**config.mk**
```make
export PLATFORM = sky130hd
export DESIGN_NAME = fsl_agen
export DESIGN_NICKNAME = d
export VERILOG_FILES = /design/src/rtl/fsl_pkg.sv /design/src/rtl/fsl_dec.sv /design/src/rtl/fsl_ea.sv /design/src/rtl/fsl_ostage.sv /design/src/rtl/fsl_agen.sv
export SDC_FILE = /design/constraint.sdc
export NUM_CORES = 1
export LEC_CHECK = 0
export ABC_AREA = 1
export CORE_MARGIN = 5
export CORE_UTILIZATION = 46
export CTS_BUF_LIST = sky130_fd_sc_hd__clkbuf_4
export CTS_CLUSTER_SIZE = 12
export DETAILED_ROUTE_END_ITERATION = 7
export GPL_TIMING_DRIVEN = 1
export PLACE_DENSITY = 0.84
export SYNTH_ARGS = -nofsm -noshare
export SYNTH_HDL_FRONTEND = slang
export SYNTH_HIERARCHICAL = 1
export SYNTH_SLANG_ARGS = --single-unit
```
**constraint.sdc**
```tcl
create_clock -name clk -period 0.8 [get_ports clk]
set_clock_uncertainty 0.15 [all_clocks]
set_input_delay 0.12 -clock clk [delete_from_list [all_inputs] [get_ports clk]]
set_output_delay 0.12 -clock clk [all_outputs]
set_load 0.1 [all_outputs]
```
**src/rtl/fsl_pkg.sv**
```systemverilog
package fsl_pkg;

   localparam int INSTR_W   = 32;
   localparam int RIDX_W    = 5;
   localparam int DISP_W    = 16;
   localparam int XO_W      = 10;
   localparam int OPCD_W    = 6;

   localparam logic [OPCD_W-1:0] OP_LD_DISP   = 6'd48;
   localparam logic [OPCD_W-1:0] OP_LD_DISP_U = 6'd49;
   localparam logic [OPCD_W-1:0] OP_EXT       = 6'd31;
   localparam logic [XO_W-1:0]   XO_LD_IDX    = 10'd535;
   localparam logic [XO_W-1:0]   XO_LD_IDX_U  = 10'd567;

   typedef enum logic [2:0] {
      LDF_NONE   = 3'd0,
      LDF_DISP   = 3'd1,
      LDF_DISP_U = 3'd2,
      LDF_IDX    = 3'd3,
      LDF_IDX_U  = 3'd4
   } ld_form_e;

   typedef struct packed {
      ld_form_e            form;
      logic [RIDX_W-1:0]   fd;
      logic [RIDX_W-1:0]   ra;
      logic [RIDX_W-1:0]   rb;
      logic [DISP_W-1:0]   disp;
   } ld_dec_t;

endpackage

```
**src/rtl/fsl_dec.sv**
```systemverilog
module fsl_dec
   import fsl_pkg::*;
(
   input  logic [INSTR_W-1:0] instr,
   output ld_dec_t            dec
);

   logic [OPCD_W-1:0] opcd;
   logic [XO_W-1:0]   xo;
   ld_form_e          form;

   // big-endian bit k maps to vector index INSTR_W-1-k
   assign opcd = instr[INSTR_W-1 -: OPCD_W];
   assign xo   = instr[XO_W:1];

   always_comb begin
      form = LDF_NONE;
      unique case (opcd)
         OP_LD_DISP:   form = LDF_DISP;
         OP_LD_DISP_U: form = LDF_DISP_U;
         OP_EXT: begin
            if (xo == XO_LD_IDX)
               form = LDF_IDX;
            else if (xo == XO_LD_IDX_U)
               form = LDF_IDX_U;
            else
               form = LDF_NONE;
         end
         default:      form = LDF_NONE;
      endcase
   end

   assign dec.form = form;
   assign dec.fd   = instr[25:21];
   assign dec.ra   = instr[20:16];
   assign dec.rb   = instr[15:11];
   assign dec.disp = instr[DISP_W-1:0];

endmodule

```
**src/rtl/fsl_ea.sv**
```systemverilog
module fsl_ea
   import fsl_pkg::*;
#(
   parameter int GPR_W = 64,
   parameter int EA_W  = 32
)(
   input  ld_dec_t             dec,
   input  logic [GPR_W-1:0]    gpr_a,
   input  logic [GPR_W-1:0]    gpr_b,
   output logic                valid,
   output logic                illegal,
   output logic [RIDX_W-1:0]   fd,
   output logic [EA_W-1:0]     ea,
   output logic                wb_en,
   output logic [RIDX_W-1:0]   wb_idx,
   output logic [GPR_W-1:0]    wb_val
);

   localparam int SEXT_W = GPR_W - DISP_W;

   logic             is_upd;
   logic             is_idx;
   logic             is_load;
   logic             ra_zero;
   logic             bad_upd;
   logic [GPR_W-1:0] base;
   logic [GPR_W-1:0] offs;
   logic [GPR_W-1:0] sum;

   assign is_upd  = (dec.form == LDF_DISP_U) || (dec.form == LDF_IDX_U);
   assign is_idx  = (dec.form == LDF_IDX)    || (dec.form == LDF_IDX_U);
   assign is_load = (dec.form != LDF_NONE);
   assign ra_zero = (dec.ra == '0);
   assign bad_upd = is_upd && ra_zero;

   // non-update forms treat RA=0 as a literal zero base
   assign base = (ra_zero && !is_upd) ? '0 : gpr_a;
   assign offs = is_idx ? gpr_b : {{SEXT_W{dec.disp[DISP_W-1]}}, dec.disp};
   assign sum  = base + offs;

   assign ea      = sum[EA_W-1:0];
   assign valid   = is_load && !bad_upd;
   assign illegal = bad_upd;
   assign fd      = dec.fd;
   assign wb_en   = is_upd && !bad_upd;
   assign wb_idx  = dec.ra;
   assign wb_val  = GPR_W'(sum[EA_W-1:0]);

endmodule

```
**src/rtl/fsl_ostage.sv**
```systemverilog
module fsl_ostage #(
   parameter int W       = 8,
   parameter bit OUT_REG = 1'b1
)(
   input  logic         clk,
   input  logic         rst_n,
   input  logic [W-1:0] d,
   output logic [W-1:0] q
);

   generate
      if (OUT_REG) begin : g_reg
         logic [W-1:0] q_r;
         always_ff @(posedge clk or negedge rst_n) begin
            if (!rst_n)
               q_r <= '0;
            else
               q_r <= d;
         end
         assign q = q_r;
      end else begin : g_wire
         assign q = d;
      end
   endgenerate

endmodule

```
**src/rtl/fsl_agen.sv**
```systemverilog
module fsl_agen
   import fsl_pkg::*;
#(
   parameter int GPR_W   = 64,
   parameter int EA_W    = 32,
   parameter int PC_W    = 32,
   parameter bit OUT_REG = 1'b1
)(
   input  logic              clk,
   input  logic              rst_n,
   input  logic [31:0]       i_instr,
   input  logic [PC_W-1:0]   i_pc,
   input  logic [GPR_W-1:0]  i_gpr_a,
   input  logic [GPR_W-1:0]  i_gpr_b,
   output logic              o_valid,
   output logic              o_illegal,
   output logic [4:0]        o_fd,
   output logic [EA_W-1:0]   o_ea,
   output logic              o_wb_en,
   output logic [4:0]        o_wb_idx,
   output logic [GPR_W-1:0]  o_wb_val,
   output logic [PC_W-1:0]   o_next_pc
);

   localparam int PKT_W = 1 + 1 + RIDX_W + EA_W + 1 + RIDX_W + GPR_W + PC_W;
   localparam logic [PC_W-1:0] PC_STEP = PC_W'(4);

   generate
      if (GPR_W < 32) begin : g_bad_gpr
         $error("fsl_agen: GPR_W must be at least 32");
      end
      if (EA_W > GPR_W || EA_W < 1) begin : g_bad_ea
         $error("fsl_agen: EA_W must lie in 1..GPR_W");
      end
      if (PC_W < 3) begin : g_bad_pc
         $error("fsl_agen: PC_W too small");
      end
   endgenerate

   ld_dec_t             dec;
   logic                c_valid;
   logic                c_illegal;
   logic [RIDX_W-1:0]   c_fd;
   logic [EA_W-1:0]     c_ea;
   logic                c_wb_en;
   logic [RIDX_W-1:0]   c_wb_idx;
   logic [GPR_W-1:0]    c_wb_val;
   logic [PC_W-1:0]     c_npc;
   logic [PKT_W-1:0]    pkt_d;
   logic [PKT_W-1:0]    pkt_q;

   fsl_dec u_dec (
      .instr (i_instr),
      .dec   (dec)
   );

   fsl_ea #(
      .GPR_W (GPR_W),
      .EA_W  (EA_W)
   ) u_ea (
      .dec     (dec),
      .gpr_a   (i_gpr_a),
      .gpr_b   (i_gpr_b),
      .valid   (c_valid),
      .illegal (c_illegal),
      .fd      (c_fd),
      .ea      (c_ea),
      .wb_en   (c_wb_en),
      .wb_idx  (c_wb_idx),
      .wb_val  (c_wb_val)
   );

   assign c_npc = i_pc + PC_STEP;

   assign pkt_d = {c_valid, c_illegal, c_fd, c_ea, c_wb_en, c_wb_idx, c_wb_val, c_npc};

   fsl_ostage #(
      .W       (PKT_W),
      .OUT_REG (OUT_REG)
   ) u_out (
      .clk   (clk),
      .rst_n (rst_n),
      .d     (pkt_d),
      .q     (pkt_q)
   );

   assign {o_valid, o_illegal, o_fd, o_ea, o_wb_en, o_wb_idx, o_wb_val, o_next_pc} = pkt_q;

endmodule

```
==> qor.txt <==
Result of the run - finished, violations left
Failing checks - design-rule violations, negative hold slack, negative setup slack
Vias - 9867
Net switching power - 15100 uW
Number of buffers inserted during clock tree synthesis - 17
H-Tree Level Count - 4
CTS tree - yes
Post-synthesis cell area - 8470 um2
Number of failing hold endpoints at the final stage - 144
Fraction of layout instances using a drive strength above 1 - 58.6%
Number of global-route vias before repair - 9253
Final Max Slew Viols - 0
Power share of the combinational group - 54.4%
Max rail drop VDD - 1.81 mV
Worst-case setup slack after placement - -2750 ps
Minimum period implied by the final worst setup slack - 3150 ps
Die Outline Area - 21200 um2
Type of element capturing the critical path - register
Initial drt markers - 1144
Clock root cell - clkbuf_4
Antenna Nets Post-Route - 0
Placer Congestion - 0.962
Count of filler cells inserted in the layout - 623
CTS sink cnt - 141
Setup total negative slack - -233650 ps
Worst Hold Class - in2reg
Antenna violations before repair - 3
Register clock-pin slew on the reported worst setup and hold paths - 180 ps
Die boundary width - 146 um
Sequential power share - 29.8%
Wirelength, routed - 43600 um
Critical-path cell with the highest stage delay - o21ai_1
Via count normalized by instance count - 5.79
Starting Density - 47.0%
Arrival time reported for the critical path endpoint - 3510 ps
RSZ-0062 raised after global routing - true
Gate Count Post-Synth - 1090
Power Density - 1930 nW/um2
First-pass GRT wire length - 51200 um
Core region area - 18000 um2
Clock Power Share - 15.8%
Post-route core utilization - 90.2%
Slowest Stage Delay on Critical Path - 450 ps
HPWL reported at the end of detailed placement - 22700 um
Transition at the pin with the smallest max-transition slack - 545 ps
Crit Path Class - in2reg
Top library cells by usage in the layout, fill and taps aside - nand2_1, inv_1, buf_12, dfrtp_4, nand2_2
Final Instance Area - 16300 um2
Number of buffers added on ports - 270
Critical path data required time - 1160 ps
Die height - 146 um
Global route overflow - 0
Worst Slack Setup Final - -2350 ps
Register Area - 4060 um2
Most common cell after layout, fill and taps aside - nand2_1
Max-Slew Margin vs Limit - 63.4%
Leakage - 0.00773 uW
Area of combinational cells with multiple inputs - 5360 um2
Final period utilization - 394%
Yosys warnings - 6
Final #Nets - 1689
Maximum net fanout on the critical path - 16
Synthesis-to-finish area growth - 91.9%
Switching portion of total power - 48.0%
Buffer depth of the longest clock path - 2
Tightest hold margin - -326 ps
Global Route Usage Sum - 30.7%
Crit path launch type - primary input
Cell-internal power - 16300 uW
Maximum number of pins on one net before global-route repair - 52
CP cell instances - buf_6, inv_2, nor2_2, nand2_2, nor2_2, nand3_2, nand2_4, nand2_2, nand2_2, nand2_4, buf_12, o21ai_1, inv_1, ha_4, nand2_2, buf_4, nor2_2, nand2_1, nor2_2, nand2_4, nand2_1, nand2_1, nand2_1
Cell area after placement - 13900 um2
I/O pin total - 335
DRC violation count after routing - 13
Maximum operating frequency - 317 MHz
Avg Cell Area, Syn - 7.77 um2
Flip-flop count of the largest register, all copies and words added - 141
Max-cap check violation count - 0
Number of rows created at floorplan - 49
Average detailed-routed wire length per instance - 25.6 um
Number of detailed-routing iterations run before antenna repair - 8
Final setup violation count - 236
==> critical path: cells and delay by family <==
| kind | cells | cell delay [ps] |
|---|---|---|
| buffers and inverters | 5 | 630 |
| and+or+nand+nor | 16 | 1930 |
| AOI/OAI and AO/OA | 1 | 450 |
| adders and majority gates | 1 | 330 |
==> power groups by stage <==
stage	logic (uW)	clock network [uW]	registers (uW)
after global routing	17400	5310	9460
after global placement	14400	0	9430
after detailed placement	14600	0	9500
final	17100	4960	9380
after CTS	15400	4850	9330
after floorplan	2760	0	15500
==> final cells by class <==
cell class              instances  area share, %
well taps                     229           1.76
clock inverters                15          0.947
inverters                     192           4.66
clock buffers                  17          0.785
multi-input cells             681           33.0
flip-flops and latches        141           25.0
repair buffers                429           33.9
diodes                          1         0.0154
==> metal layers <==
| metal | GRT usage [%] | wire, um |
|---|---|---|
| met1 | 33.5 | 13500 |
| met2 | 56.3 | 21000 |
| met3 | 7.32 | 4980 |
| met4 | 13.9 | 4070 |
| met5 | 0 | 24 |
==> metrics by stage <==
stage,std cells,power (uW)
global route,1705,32200
CTS,1679,29600
detailed placement,1615,24100
global placement,1615,23900
finish,1705,31400
floorplan,1121,18300
==> path summary, 6_finish.rpt <==
kind / startpoint / end / slack, ps / depth (start not counted)
worst min-delay path: i_instr[17] / u_out/q[97]$_DFF_PN0_ / -330 / 1
worst max-delay path: i_instr[10] / u_out/q[60]$_DFF_PN0_ / -2350 / 23
max in group asynchronous: rst_n / u_out/q[28]$_DFF_PN0_ / 230 / 3
min in group asynchronous: rst_n / u_out/q[128]$_DFF_PN0_ / -50 / 3
==> what timing repair did <==
action                                  CTS  global route
hold endpoints to repair                192           180
setup buffers                            12            20
gates cloned                              2             1
pin swaps                                94           122
hold buffers                             19            10
endpoints found under the setup margin  236           231
resized for setup                       312           255
(Power assumes the default switching activity.)
